**src/rtl/eeprom_wprot_pkg.sv**
```systemverilog
package eeprom_wprot_pkg;

   typedef enum logic [1:0] {
      SEQ_NONE   = 2'd0,
      SEQ_STATUS = 2'd1,
      SEQ_ARRAY  = 2'd2
   } seq_kind_t;

   localparam int SR_W       = 8;
   localparam int SR_BUSY    = 0;
   localparam int SR_LATCH   = 1;
   localparam int SR_BP_LO   = 2;
   localparam int SR_BP_HI   = 3;
   localparam int SR_LOCK    = 7;
   localparam int BP_CODES   = 4;

endpackage

```
**src/rtl/wprot_seq_track.sv**
```systemverilog
module wprot_seq_track
   import eeprom_wprot_pkg::*;
(
   input  logic      clk,
   input  logic      rst_n,
   input  logic      cs_n_i,
   input  logic      wp_n_i,
   input  logic      lock_en_i,
   input  logic      op_st_i,
   input  logic      op_ar_i,
   output logic      cs_rise_o,
   output seq_kind_t kind_o,
   output logic      cancel_o
);

   logic      cs_q;
   logic      cs_fall;
   seq_kind_t kind_q;
   logic      cancel_q;

   assign cs_rise_o = cs_n_i & ~cs_q;
   assign cs_fall   = ~cs_n_i & cs_q;

   always_ff @(posedge clk or negedge rst_n) begin
      if (!rst_n) begin
         cs_q <= 1'b1;
      end else begin
         cs_q <= cs_n_i;
      end
   end

   always_ff @(posedge clk or negedge rst_n) begin
      if (!rst_n) begin
         kind_q   <= SEQ_NONE;
         cancel_q <= 1'b0;
      end else if (cs_rise_o || cs_fall) begin
         kind_q   <= SEQ_NONE;
         cancel_q <= 1'b0;
      end else if (op_st_i) begin
         kind_q   <= SEQ_STATUS;
         cancel_q <= 1'b0;
      end else if (op_ar_i) begin
         kind_q   <= SEQ_ARRAY;
         cancel_q <= 1'b0;
      end else if (kind_q == SEQ_STATUS && !cs_n_i && lock_en_i && !wp_n_i) begin
         cancel_q <= 1'b1;
      end
   end

   assign kind_o   = kind_q;
   assign cancel_o = cancel_q;

   // a closed sequence leaves nothing open behind it
   a_r13_seq_closed: assert property (@(posedge clk) disable iff (!rst_n)
      cs_rise_o |=> (kind_q == SEQ_NONE));

   // a cancel mark only ever belongs to a status sequence
   a_r6_cancel_kind: assert property (@(posedge clk) disable iff (!rst_n)
      cancel_q |-> (kind_q == SEQ_STATUS));

endmodule

```
**src/rtl/wprot_range_chk.sv**
```systemverilog
module wprot_range_chk
   import eeprom_wprot_pkg::*;
#(
   parameter int ADDR_W = 15
)(
   input  logic [ADDR_W-1:0] addr_i,
   input  logic [1:0]        bp_i,
   output logic              prot_o
);

   localparam int CMP_W = ADDR_W + 1;

   logic [BP_CODES-1:0] hit;

   generate
      if (ADDR_W < 2 || ADDR_W > 31) begin : g_bad_width
         $error("wprot_range_chk: ADDR_W out of range");
      end
      for (genvar g = 0; g < BP_CODES; g++) begin : g_code
         if (g == 0) begin : g_none
            assign hit[g] = 1'b0;
         end else if (g == BP_CODES - 1) begin : g_all
            assign hit[g] = 1'b1;
         end else begin : g_upper
            localparam logic [CMP_W-1:0] LIMIT =
               CMP_W'(BP_CODES - g) << (ADDR_W - 2);
            assign hit[g] = ({1'b0, addr_i} >= LIMIT);
         end
      end
   endgenerate

   assign prot_o = hit[bp_i];

endmodule

```
**src/rtl/wprot_wel.sv**
```systemverilog
module wprot_wel (
   input  logic clk,
   input  logic rst_n,
   input  logic set_i,
   input  logic clr_i,
   input  logic refuse_i,
   input  logic busy_i,
   output logic wel_o
);

   logic busy_q;
   logic done;
   logic wel_q;

   assign done = busy_q & ~busy_i;

   always_ff @(posedge clk or negedge rst_n) begin
      if (!rst_n) begin
         busy_q <= 1'b0;
         wel_q  <= 1'b0;
      end else begin
         busy_q <= busy_i;
         if (clr_i || refuse_i || done) begin
            wel_q <= 1'b0;
         end else if (set_i) begin
            wel_q <= 1'b1;
         end
      end
   end

   assign wel_o = wel_q;

   // the end of a write cycle drops the latch
   a_r11_done_clears: assert property (@(posedge clk) disable iff (!rst_n)
      (busy_q && !busy_i) |=> !wel_q);

   // a disable command always leaves the latch low
   a_r2_clr_wins: assert property (@(posedge clk) disable iff (!rst_n)
      clr_i |=> !wel_q);

   // a refused sequence leaves the latch low
   a_r11_refuse_clears: assert property (@(posedge clk) disable iff (!rst_n)
      refuse_i |=> !wel_q);

endmodule

```
**src/rtl/wprot_status_fields.sv**
```systemverilog
module wprot_status_fields #(
   parameter logic [1:0] DEF_BP   = 2'b00,
   parameter logic       DEF_LOCK = 1'b0
)(
   input  logic       clk,
   input  logic       rst_n,
   input  logic       we_i,
   input  logic [1:0] bp_new_i,
   input  logic       lock_new_i,
   output logic [1:0] bp_o,
   output logic       lock_o
);

   logic [1:0] bp_q;
   logic       lock_q;

   always_ff @(posedge clk or negedge rst_n) begin
      if (!rst_n) begin
         bp_q   <= DEF_BP;
         lock_q <= DEF_LOCK;
      end else if (we_i) begin
         bp_q   <= bp_new_i;
         lock_q <= lock_new_i;
      end
   end

   assign bp_o   = bp_q;
   assign lock_o = lock_q;

   // fields move only on a granted status write
   a_r8_fields_hold: assert property (@(posedge clk) disable iff (!rst_n)
      !we_i |=> $stable({lock_q, bp_q}));

endmodule

```
**src/rtl/eeprom_wprot_ctrl.sv**
```systemverilog
module eeprom_wprot_ctrl
   import eeprom_wprot_pkg::*;
#(
   parameter int         ADDR_W   = 15,
   parameter logic [1:0] DEF_BP   = 2'b00,
   parameter logic       DEF_LOCK = 1'b0
)(
   input  logic              clk,
   input  logic              rst_n,
   input  logic              cs_n_i,
   input  logic              wp_n_i,
   input  logic              busy_i,
   input  logic              op_setwe_i,
   input  logic              op_clrwe_i,
   input  logic              op_stwr_i,
   input  logic              op_arwr_i,
   input  logic [7:0]        sr_wdata_i,
   input  logic [ADDR_W-1:0] wr_addr_i,
   output logic [7:0]        status_o,
   output logic              sr_grant_o,
   output logic              arr_grant_o
);

   generate
      if (SR_W != 8) begin : g_bad_sr
         $error("eeprom_wprot_ctrl: status width must be 8");
      end
   endgenerate

   logic      cs_rise;
   seq_kind_t kind;
   logic      cancel;
   logic      wel;
   logic [1:0] bp;
   logic      lock_en;
   logic      prot;
   logic      pin_lock;
   logic      st_try, ar_try;
   logic      st_ok, ar_ok;
   logic      refuse;
   logic      st_grant_q, ar_grant_q;
   logic      data_unused;

   wprot_seq_track u_seq (
      .clk       (clk),
      .rst_n     (rst_n),
      .cs_n_i    (cs_n_i),
      .wp_n_i    (wp_n_i),
      .lock_en_i (lock_en),
      .op_st_i   (op_stwr_i),
      .op_ar_i   (op_arwr_i),
      .cs_rise_o (cs_rise),
      .kind_o    (kind),
      .cancel_o  (cancel)
   );

   wprot_range_chk #(.ADDR_W(ADDR_W)) u_range (
      .addr_i (wr_addr_i),
      .bp_i   (bp),
      .prot_o (prot)
   );

   assign pin_lock = lock_en & ~wp_n_i;
   assign st_try   = cs_rise & (kind == SEQ_STATUS);
   assign ar_try   = cs_rise & (kind == SEQ_ARRAY);
   assign st_ok    = st_try & wel & ~busy_i & ~cancel & ~pin_lock;
   assign ar_ok    = ar_try & wel & ~busy_i & ~prot;
   assign refuse   = (st_try & ~st_ok) | (ar_try & ~ar_ok);

   wprot_wel u_wel (
      .clk      (clk),
      .rst_n    (rst_n),
      .set_i    (op_setwe_i),
      .clr_i    (op_clrwe_i),
      .refuse_i (refuse),
      .busy_i   (busy_i),
      .wel_o    (wel)
   );

   wprot_status_fields #(.DEF_BP(DEF_BP), .DEF_LOCK(DEF_LOCK)) u_fields (
      .clk        (clk),
      .rst_n      (rst_n),
      .we_i       (st_ok),
      .bp_new_i   (sr_wdata_i[SR_BP_HI:SR_BP_LO]),
      .lock_new_i (sr_wdata_i[SR_LOCK]),
      .bp_o       (bp),
      .lock_o     (lock_en)
   );

   assign data_unused = ^{sr_wdata_i[6:4], sr_wdata_i[1:0]};

   always_ff @(posedge clk or negedge rst_n) begin
      if (!rst_n) begin
         st_grant_q <= 1'b0;
         ar_grant_q <= 1'b0;
      end else begin
         st_grant_q <= st_ok;
         ar_grant_q <= ar_ok;
      end
   end

   always_comb begin
      status_o           = '0;
      status_o[SR_BUSY]  = busy_i;
      status_o[SR_LATCH] = wel;
      status_o[SR_BP_HI:SR_BP_LO] = bp;
      status_o[SR_LOCK]  = lock_en;
   end

   assign sr_grant_o  = st_grant_q;
   assign arr_grant_o = ar_grant_q;

   // never both grants at once
   a_r12_exclusive: assert property (@(posedge clk) disable iff (!rst_n)
      !(st_grant_q && ar_grant_q));

   // a grant lasts one cycle
   a_r12_one_cycle: assert property (@(posedge clk) disable iff (!rst_n)
      (st_grant_q || ar_grant_q) |=> !(st_grant_q || ar_grant_q));

   // a status grant needs the latch and an idle engine
   a_r4_needs_latch: assert property (@(posedge clk) disable iff (!rst_n)
      st_grant_q |-> $past(wel && !busy_i));

   // no status grant while the armed pin is low
   a_r5_pin_block: assert property (@(posedge clk) disable iff (!rst_n)
      st_grant_q |-> $past(!(lock_en && !wp_n_i)));

   // an array grant needs the latch and an idle engine
   a_r10_arr_latch: assert property (@(posedge clk) disable iff (!rst_n)
      ar_grant_q |-> $past(wel && !busy_i));

   // no array grant to a protected address
   a_r9_no_prot_write: assert property (@(posedge clk) disable iff (!rst_n)
      ar_grant_q |-> $past(!prot));

   // unused status bits stay zero
   a_r3_zero_bits: assert property (@(posedge clk) disable iff (!rst_n)
      status_o[6:4] == 3'b000);

endmodule

```
**config.mk**
```make
export PLATFORM = sky130hd
export DESIGN_NAME = eeprom_wprot_ctrl
export DESIGN_NICKNAME = d
export VERILOG_FILES = /design/src/rtl/eeprom_wprot_pkg.sv /design/src/rtl/wprot_seq_track.sv /design/src/rtl/wprot_range_chk.sv /design/src/rtl/wprot_wel.sv /design/src/rtl/wprot_status_fields.sv /design/src/rtl/eeprom_wprot_ctrl.sv
export SDC_FILE = /design/constraint.sdc
export NUM_CORES = 1
export LEC_CHECK = 0
export BUFFER_PORTS_ARGS = -buffer_cell sky130_fd_sc_hd__buf_2
export CAP_MARGIN = 10
export CORE_AREA = 10 10 50 52
export DETAILED_ROUTE_END_ITERATION = 10
export DIE_AREA = 0 0 60 62
export GPL_TIMING_DRIVEN = 0
export MAX_ROUTING_LAYER = met4
export PLACE_DENSITY = 0.74
export SYNTH_ARGS = -nofsm -noshare
export SYNTH_HDL_FRONTEND = slang
export SYNTH_HIERARCHICAL = 1
export SYNTH_SLANG_ARGS = --single-unit
```
**constraint.sdc**
```tcl
create_clock -name clk -period 2.2 [get_ports clk]
set_clock_uncertainty 0.1 [all_clocks]
set_input_delay 0 -clock clk [delete_from_list [all_inputs] [get_ports clk]]
set_output_delay 0 -clock clk [all_outputs]
set_load 0.02 [all_outputs]
```
==> results of run 1 <==
-- synth_stat cells (all sizes together) --
| cell | instances |
|---|---|
| nor2 | 2 |
| dfrtp | 10 |
| nor2b | 2 |
| a31o | 1 |
| o21a | 1 |
| nand3 | 1 |
| and4bb | 2 |
| and2b | 1 |
| buf | 6 |
| and4b | 1 |
| nand2 | 3 |
| a21oi | 1 |
| or3b | 1 |
| dfstp | 1 |
| nor3b | 1 |
| o21ai | 1 |
| inv | 2 |
| nor4b | 1 |
| nand4b | 1 |
| nor3 | 1 |
| ha | 1 |
| a2111oi | 1 |
| nand2b | 1 |
| mux2 | 3 |
| nand3b | 1 |
| conb | 1 |
-- logic make-up after synthesis --
family	count (synthesis)	share of synthesized area
AND/OR/NAND/NOR	19	0.240
multiplexers	3	0.0611
other	1	0.00678
AO/OA/AOI/OAI	5	0.0746
flip-flops	11	0.500
adder cells (fa/ha/maj)	1	0.0226
buffers and inverters	8	0.0950
-- final timing paths --
kind	from	to	slack, ns	depth (start not counted)
min	rst_n	u_fields/bp_o[1]	0.03	2
max	u_seq/cs_q	u_seq/kind_o[1]	0.44	4
max in group asynchronous	rst_n	u_seq/cs_q	1.70	2
min in group clk	cs_n_i	u_seq/cs_q	0.31	2
max reg2reg	u_seq/cs_q	u_seq/kind_o[1]	0.44	4
min reg2reg	u_wel/busy_q	u_wel/wel_o	0.34	1
-- power by group through the flow --
stage               Combinational (uW)  Sequential [uW]  Clock [uW]
floorplan                         53.5              240           0
global placement                  93.3              234           0
detailed placement                95.5              235           0
CTS                                118              232         139
global route                       130              234         154
finish                             117              231         136
-- flip-flops by register name, indices dropped and copies added, names as in the netlist --
signal,cells
u_seq/kind_o,2
u_fields/bp_o,2
u_fields/lock_o,1
u_seq/cancel_o,1
u_wel/wel_o,1
arr_grant_o,1
u_wel/busy_q,1
u_seq/cs_q,1
sr_grant_o,1
-- metrics by stage --
step	util	power, uW	setup WS (ns)	std cells
3_3_place_gp	0.422	327	0.526	87
6_report	0.526	484	0.435	105
5_1_grt	0.526	518	0.295	105
4_1_cts	0.526	488	0.414	105
2_1_floorplan	-	293	0.496	50
3_5_place_dp	0.422	331	0.481	87
-- layer usage --
metal	up-vias	GRT usage	share of wire
met2	17	0.146	0.50
met5	-	-	0
met1	225	0.0836	0.37
met3	2	0.0427	0.12
li1	242	-	-
met4	0	0.0385	0.0074
-- timing repair --
action	4_1_cts	5_1_grt
resized for setup	0	0
hold buffers	14	0
endpoints found under the hold margin	21	0
setup endpoints to repair	0	0
-- cell type report --
cell class | instances | area share
Buffer | 6 | 0.0531
Timing Repair Buffer | 34 | 0.283
Multi-Input combinational cell | 31 | 0.273
Tap cell | 17 | 0.0251
Sequential cell | 11 | 0.326
Inverter | 2 | 0.00885
Clock buffer | 4 | 0.0310
==> results.ini, run 1 <==
[sta]
drv_slew = 0
clock.fmax_mhz = 567
rsz0062_at_grt = false
tightestPinTransition_ns = 0.555
period_share = 0.802
fin_setup_tns_ns = 0
finalHoldViolCount = 0
setup_viol = 0
holdWs_ns = 0.0323
slew_headroom = 0.627
period_needed_ns = 1.76

[synthesis]
yosysUniqueCellTypes = 26
synthTopCellsByArea = dfrtp_1 (45%), buf_4 (8.1%), mux2_2 (6.1%)
synth_area_sq_um = 553
synth_top_area_frac = 0.452
synth_largest_area_cell = dfrtp_1
syn_inst = 48
ys.warnings.count = 6
syn_area_per_cell_sq_um = 11.5
ys_seq_area_frac = 0.500
ys_ff_latch = 11

[worst_setup_path]
cp.required_ns = 2.25
crit_type = reg -> reg
start_kind = register
crit_buf_inv = 2
critical_path.cell_chain = inv_1 -> ha_1 -> nor3b_1 -> dlygate4sd3_1
crit_family = buffers and inverters
cpPeakStageDelay_ns = 0.55
slowest_stage = dlygate4sd3_1
critPathCaptureType = register
cp_data_arrival_time_ns = 1.81
cp_max_fo = 4

[power]
p_clk_frac = 0.281
p_int_uw = 352
vdd_drop_max_uv = 209
swShare = 0.272
power_density_nw_per_um2 = 570
seq_power_share = 0.478
comb_power_share = 0.241
leakagePower_uw = 0.000441
switching_power_uw = 132

[detailed_routing]
dr_total_vias = 486
drtIter0Drc = 2
vias_per_cell = 4.63
drtAntennaViolNets = 0
routedWlPerCell_um = 12.9
wl_um = 1350
post-route-drc-count = 0
dr.pass1.iters = 3

[die]
die_h_um = 62
die_area_sq_um = 3720
die_w_um = 60
start_util = 0.343
design.core.area_sq_um = 1610
io_pins = 42
rows = 15

[clock_network]
cts_buffers = 3
clock_path_buffers = 2
h-tree-depth = 1
clockRootBuffer = clkbuf_4
clock_latency_ns = 0.26
clk_pin_slew_worst_paths_ns = 0.07
cts_sinks = 11
post-cts-setup-buffer-count = 0
tritoncts = done

[placement]
place_area_sq_um = 682
io_buffers = 20
gp_congestion = 0.755
dp.final_hpwl_um = 1040

[final_layout]
layout_common_cells = buf_2 (20), dlygate4sd3_1 (14), dfrtp_1 (10), buf_4 (6)
nFillCells = 146
multi_input_area_sq_um = 231
syn2layout_area_growth_pct = 53.4
register_area_sq_um = 277
drive_gt1_frac = 0.398
post-route-cell-area_sq_um = 848
antenna_cells = 0
layout_commonest_cell = buf_2
final_net_count = 122

[global_routing]
grt.overflow.total = 0
grt_pass1_vias = 535
grt_max_degree = 12
grtUsageTotal = 0.0870
grt_pass1_wl_um = 2380
antenna_found_initial = 0

[job]
drv_cap = 0

[status]
status = complete, no violations

[min_path]
min_path_type = in -> async

Power figures use the tool's default switching activity.
==> run 2: changes to the inputs <==
ABC_AREA = 1   (was unset)
CORE_AREA = 10 10 52 54   (was 10 10 50 52)
DIE_AREA = 0 0 62 64   (was 0 0 60 62)
PLACE_DENSITY = 0.72   (was 0.74)
clock period = 1.5 ns   (was 2.2 ns; I/O delays follow)
==> run 2 against run 1 <==
  * Combinational power up 39%
  * Routed wire length is 4.7% higher
  * Setup slack worse by 0.35 ns
  * Highest routed layer unchanged
  * Sequential cell count did not move
  * Clock power is 46% higher
  * Via count up 6.4%
  * Largest power group unchanged
  * Fmax rose by 25%
  * Cell count grew 28%
  * Worst hold slack worse by 0.0086 ns
  * Sequential power increased by 47%
  * Synthesized cell count grew 50%
  * Cell area unchanged
==> results.ini, run 2 <==
[final_layout]
register_area_sq_um = 277  ; unchanged
syn2layout_area_growth_pct = 49.3  ; was 53.4%
antenna_cells = 0  ; unchanged
layout_common_cells = nand2_1 (21), buf_2 (20), inv_1 (11), dlygate4sd3_1 (11), dfrtp_1 (10)  ; was buf_2 (20), dlygate4sd3_1 (14), dfrtp_1 (10), buf_4 (6)
final_net_count = 143  ; was 122
multi_input_area_sq_um = 210  ; was 231 sq um
post-route-cell-area_sq_um = 848  ; unchanged
nFillCells = 170  ; was 146
final_cell_count_no_fill = 134  ; was 105
layout_commonest_cell = nand2_1  ; was buf_2
drive_gt1_frac = 0.358  ; was 0.398

[synthesis]
syn_inst = 72  ; was 48
ys.warnings.count = 6  ; unchanged
yosysUniqueCellTypes = 16  ; was 26
synth_top_area_frac = 0.441  ; was 0.452
synth_flop_cell = dfrtp_1  ; unchanged
synth_edf_count = 0  ; unchanged
ys_seq_area_frac = 0.487  ; was 0.500
synth_area_sq_um = 568  ; was 553 sq um
syn_area_per_cell_sq_um = 7.89  ; was 11.5 sq um
synth.most_common_cell = nand2_1  ; was dfrtp_1
synthArstFlopShare = 1.00  ; unchanged
synthTopCellsByCount = nand2_1 (21), inv_1 (11), dfrtp_1 (10)  ; was dfrtp_1 (10), buf_4 (6), mux2_2 (3), nand2_1 (3)
ys_ff_latch = 11  ; unchanged
synth_largest_area_cell = dfrtp_1  ; unchanged
synthTopCellsByArea = dfrtp_1 (44%), nand2_1 (14%), buf_4 (7.9%)  ; was dfrtp_1 (45%), buf_4 (8.1%), mux2_2 (6.1%)

[power]
seq_power_share = 0.484  ; was 0.478
vdd_drop_max_uv = 493  ; was 209 uV
comb_power_share = 0.233  ; was 0.241
swShare = 0.287  ; was 0.272
p_clk_frac = 0.283  ; was 0.281
power_density_nw_per_um2 = 826  ; was 570 nW/um^2
p_int_uw = 500  ; was 352 uW
switching_power_uw = 201  ; was 132 uW
leakagePower_uw = 0.000463  ; was 0.000441 uW

[status]
status = complete, no violations  ; unchanged

[worst_setup_path]
worstReg2RegEnd = u_seq/kind_o[0]  ; was u_seq/kind_o[1]
r2r-start = u_seq/cs_q  ; unchanged
cp_max_fo = 2  ; was 4
cp_data_arrival_time_ns = 1.51  ; was 1.81 ns
start_kind = register  ; unchanged
critPathCaptureType = register  ; unchanged
reg2reg_slack_ns = 0.09  ; was 0.44 ns
crit_type = reg -> reg  ; unchanged
rr_worst_depth = 5  ; was 4
cp.required_ns = 1.59  ; was 2.25 ns

[global_routing]
grt_max_degree = 12  ; unchanged
grtUsageTotal = 0.0816  ; was 0.0870
grt_pass1_wl_um = 2260  ; was 2380 um
grt_pass1_vias = 519  ; was 535
antenna_found_initial = 0  ; unchanged
grt.overflow.total = 0  ; unchanged

[placement]
post-place-cells = 119  ; was 87
io_buffers = 20  ; unchanged
gp_congestion = 0.731  ; was 0.755
dp.final_hpwl_um = 1040  ; about the same
place_area_sq_um = 707  ; was 682 sq um

[sta]
rsz0062_at_grt = false  ; unchanged
setup_viol = 0  ; unchanged
drv_slew = 0  ; unchanged
period_share = 0.943  ; was 0.802
finalHoldViolCount = 0  ; unchanged
clock.fmax_mhz = 707  ; was 567 MHz
fin_setup_tns_ns = 0  ; unchanged
period_needed_ns = 1.41  ; was 1.76 ns

[clock_network]
clk_pin_slew_worst_paths_ns = 0.07  ; about the same
clock_latency_ns = 0.26  ; about the same
clock_path_buffers = 2  ; unchanged
tritoncts = done  ; unchanged
cts_sinks = 11  ; unchanged
h-tree-depth = 1  ; unchanged
cts_buffers = 3  ; unchanged
post-cts-setup-buffer-count = 0  ; unchanged
clockRootBuffer = clkbuf_4  ; unchanged

[die]
die_area_sq_um = 3970  ; was 3720 sq um
die_w_um = 62  ; was 60 um
io_pins = 42  ; unchanged
start_util = 0.333  ; was 0.343
design.core.area_sq_um = 1710  ; was 1610 sq um
die_h_um = 64  ; was 62 um
rows = 15  ; unchanged

[detailed_routing]
drtIter0Drc = 14  ; was 2
dr_total_vias = 517  ; was 486
drtAntennaViolNets = 0  ; unchanged
dr.pass1.iters = 4  ; was 3
routedWlPerCell_um = 10.5  ; was 12.9 um
post-route-drc-count = 0  ; unchanged
wl_um = 1410  ; was 1350 um
vias_per_cell = 3.86  ; was 4.63

[min_path]
hold_path_depth = 6
min_path_type = in -> reg  ; was in -> async
hold_end = arr_grant_o
hp-start = wr_addr_i[13]

[job]
drv_cap = 0  ; unchanged

[run 2: cell types whose count changed after synthesis, moves of 2 or more]
cell and change:
nor2_2 +4, inv_2 +2, nand3_1 +2, and4bb_1 -2, mux2_2 -3, inv_1 +9, nand2_1 +18, nor2b_1 -2
nor2_1 +5
[run 2: worst max-delay path by stage]
stage | startpoint | to
5_1_grt | u_seq/cs_q | u_seq/cancel_o
3_5_place_dp | u_seq/cs_q | u_seq/kind_o[0]
6_report | u_seq/cs_q | u_seq/kind_o[0]
2_1_floorplan | u_seq/cs_q | u_seq/kind_o[0]
3_3_place_gp | u_seq/cs_q | u_seq/kind_o[0]
4_1_cts | u_seq/cs_q | u_seq/kind_o[0]
[run 2: cell families (layout without fill, tap and decap cells)]
kind of cell / after synthesis / count (layout) / synth area share
DFF: 11 / 11 / 0.487
and+or+nand+nor: 37 / 37 / 0.280
AOI/OAI and AO/OA: 3 / 3 / 0.0396
adders and majority gates: 1 / 1 / 0.0220
other: 1 / 3 / 0.00660
buffers and inverters: 19 / 54 / 0.165
[run 2: timing repair]
item | 4_1_cts | 5_1_grt
setup endpoints to repair | 0 | 1
resized for setup | 0 | 1
hold endpoints to repair | 21 | 0
hold buffers | 11 | 0
[run 2: routing by layer]
| layer | global-route usage | routed length [um] |
|---|---|---|
| met5 | - | 0 |
| met4 | 0.0670 | 27 |
| met3 | 0.0336 | 75 |
| met2 | 0.122 | 722 |
| met1 | 0.0796 | 588 |
[run 2: power by group through the flow]
stage	registers, uW	logic (uW)	clock network (uW)
2_1_floorplan	351	80.2	0
3_3_place_gp	342	138	0
3_5_place_dp	344	141	0
4_1_cts	339	164	211
5_1_grt	343	182	237
6_report	339	163	198
[run 2: area by class of cell]
class / instances / share of cell area
clock buffers: 4 / 0.0310
flip-flops and latches: 11 / 0.326
plain buffers: 6 / 0.0531
repair buffers: 31 / 0.248
multi-input cells: 44 / 0.248
inverters: 13 / 0.0575
well taps: 25 / 0.0369
[run 2: metrics by stage]
stage	hold WS [ns]	util	total power [uW]	setup WS [ns]
6_report	0.0238	0.497	700	0.0861
5_1_grt	0.0273	0.497	761	0.0232
4_1_cts	0.00923	0.494	713	0.0746
3_5_place_dp	-0.217	0.414	485	0.0994
3_3_place_gp	-0.223	0.414	480	0.122
2_1_floorplan	-0.396	-	431	0.150
[run 2: worst max-delay path, cell delays in order (launching register included)]
cell	delay, ns
dfstp_2	0.52
inv_1	0.03
ha_1	0.27
nand2_1	0.07
or2_4	0.24
o21ai_2	0.11
==> run 3: changes to the inputs <==
ABC_AREA = unset   (was 1)
PLACE_DENSITY = 0.71   (was 0.72)
==> run 3 against run 2 <==
  * The flow now finishes with violations (setup timing)
  * First-iteration DRC count decreased by 57%
  * Clock power about the same
  * Global-route usage fell by 1.7 points
  * Setup slack worse by 0.30 ns
  * Cell count is 16% lower
  * Worst hold slack got worse by 0.0040 ns
  * Critical path depth rose by 1
==> results.ini, run 3 (synthesis results as in run 1) <==
[sta]
setup_viol = 2  ; was 0
clock.fmax_mhz = 582  ; was 707 MHz
finalHoldViolCount = 0  ; unchanged
drv_slew = 0  ; unchanged
rsz0062_at_grt = true  ; was false
period_needed_ns = 1.72  ; was 1.41 ns
setup_slack_ns = -0.218  ; was 0.0861 ns
period_share = 1.15  ; was 0.943
fin_setup_tns_ns = -0.220  ; was 0 ns
holdWs_ns = 0.0198  ; was 0.0238 ns

[clock_network]
h-tree-depth = 1  ; unchanged
cts_buffers = 3  ; unchanged
clockRootBuffer = clkbuf_4  ; unchanged
clk_pin_slew_worst_paths_ns = 0.07  ; about the same
clock_path_buffers = 2  ; unchanged
clock_latency_ns = 0.26  ; about the same
cts_sinks = 11  ; unchanged
tritoncts = done  ; unchanged

[detailed_routing]
vias_per_cell = 4.20  ; was 3.86
drtIter0Drc = 6  ; was 14
wl_um = 1370  ; was 1410 um
post-route-drc-count = 0  ; unchanged
drtAntennaViolNets = 0  ; unchanged
dr.pass1.iters = 4  ; unchanged
dr_total_vias = 475  ; was 517
routedWlPerCell_um = 12.1  ; was 10.5 um

[power]
swShare = 0.271  ; was 0.287
comb_power_share = 0.252  ; was 0.233
p_clk_frac = 0.273  ; was 0.283
switching_power_uw = 195  ; was 201 uW
leakagePower_uw = 0.000443  ; was 0.000463 uW
power_density_nw_per_um2 = 811  ; was 826 nW/um^2
p_int_uw = 524  ; was 500 uW
vdd_drop_max_uv = 504  ; was 493 uV
seq_power_share = 0.475  ; was 0.484

[die]
die_h_um = 64  ; unchanged
design.core.area_sq_um = 1710  ; unchanged
die_area_sq_um = 3970  ; unchanged
start_util = 0.324  ; was 0.333
die_w_um = 62  ; unchanged
io_pins = 42  ; unchanged
rows = 15  ; unchanged

[job]
drv_cap = 0  ; unchanged

[worst_setup_path]
crit_cells = 6  ; was 5
crit_type = reg -> reg  ; unchanged
critPathCaptureType = register  ; unchanged
start_kind = register  ; unchanged
cpPeakStageDelay_ns = 0.41  ; was 0.52 ns
cp_data_arrival_time_ns = 1.78  ; was 1.51 ns
cp.required_ns = 1.56  ; was 1.59 ns
rr_worst_depth = 6  ; was 5
critical_path.cell_chain = o21ai_1 -> nand2_1 -> or3b_1 -> a21oi_1 -> and4b_1 -> a2111oi_2  ; was inv_1 -> ha_1 -> nand2_1 -> or2_4 -> o21ai_2
crit_buf_inv = 0  ; was 1
cp_max_fo = 4  ; was 2
slowest_stage = dfrtp_2  ; was dfstp_2
crit_family = simple AND/OR/NAND/NOR gates  ; was flip-flops

[final_layout]
final_net_count = 122  ; was 143
drive_gt1_frac = 0.489  ; was 0.358
layout_common_cells = buf_2 (20), dlygate4sd3_1 (11), buf_4 (9), dfrtp_1 (9)  ; was nand2_1 (21), buf_2 (20), inv_1 (11), dlygate4sd3_1 (11), dfrtp_1 (10)
nFillCells = 152  ; was 170
syn2layout_area_growth_pct = 60.2  ; was 49.3%
antenna_cells = 0  ; unchanged
layout_commonest_cell = buf_2  ; was nand2_1

[global_routing]
grt_pass1_vias = 442  ; was 519
grt_pass1_wl_um = 1860  ; was 2260 um
grtUsageTotal = 0.0642  ; was 0.0816
grt_max_degree = 12  ; unchanged
grt.overflow.total = 0  ; unchanged
antenna_found_initial = 0  ; unchanged

[min_path]
min_path_type = in -> async  ; was in -> reg

[status]
violations = setup timing
status = complete, but fails checks  ; was complete, no violations

[placement]
gp_congestion = 0.739  ; was 0.731
io_buffers = 20  ; unchanged

## run 3: cell count changes in the layout (fill, tap and decap cells not counted), sizes merged, moves of 3 or more
cell,delta
buf,+3
inv,-11
nand2,-18
nor2,-9
mux2,+3
## run 3: final timing paths
| kind | start | to | slack [ns] |
|---|---|---|---|
| setup / recovery | u_fields/bp_o[0] | u_wel/wel_o | -0.22 |
| hold / removal | rst_n | u_seq/kind_o[1] | 0.02 |
| setup reg to reg | u_fields/bp_o[0] | u_wel/wel_o | -0.22 |
| hold reg to reg | u_wel/busy_q | u_wel/wel_o | 0.34 |
| max in group asynchronous | rst_n | u_seq/cs_q | 1.02 |
| min in group clk | wr_addr_i[14] | arr_grant_o | 0.06 |
## run 3: per-stage QoR
stage | setup WS [ns] | cells | total power, uW | utilization | instance area [sq um]
finish | -0.218 | 113 | 719 | 0.519 | 886
global route | -0.320 | 113 | 759 | 0.519 | 886
CTS | -0.238 | 111 | 716 | 0.497 | 848
detailed placement | -0.228 | 95 | 485 | 0.406 | 693
global placement | -0.172 | 95 | 482 | 0.406 | 693
floorplan | -0.176 | 50 | 431 | - | 562
## run 3: metal layers
| layer | wire, um | vias to the layer above | track usage |
|---|---|---|---|
| li1 | - | 240 | - |
| met1 | 522 | 216 | 0.0569 |
| met2 | 726 | 17 | 0.110 |
| met3 | 113 | 2 | 0.0395 |
| met4 | 6 | 0 | 0.0168 |
| met5 | 0 | - | - |
## run 3: cell type report
cell class | instances | area (sq um) | area share
Sequential cell | 11 | 278 | 0.314
Multi-Input combinational cell | 31 | 265 | 0.299
Timing Repair Buffer | 34 | 233 | 0.263
Buffer | 6 | 45.0 | 0.0508
Tap cell | 25 | 31.3 | 0.0353
Clock buffer | 4 | 26.3 | 0.0297
Inverter | 2 | 7.51 | 0.00847
## run 3: repair_timing
action / in CTS / in global routing
gates resized for setup: 2 / 5
buffers inserted: 1 / 2
pin swaps: 2 / 1
endpoints found under the hold margin: 20 / 0
setup endpoints to repair: 4 / 5
hold buffers: 11 / 0
## run 3: power groups by stage
stage | combinational, uW | clock, uW | sequential [uW]
finish | 181 | 196 | 342
floorplan | 78.6 | 0 | 353
global route | 194 | 219 | 345
CTS | 169 | 207 | 341
global placement | 137 | 0 | 345
detailed placement | 139 | 0 | 345
## run 3: worst register-to-register path, cell delays in order, from the launching register on
cell and delay, ns:
dfrtp_2 0.41, o21ai_1 0.12, nand2_1 0.09, or3b_1 0.36, a21oi_1 0.12, and4b_1 0.21, a2111oi_2 0.19
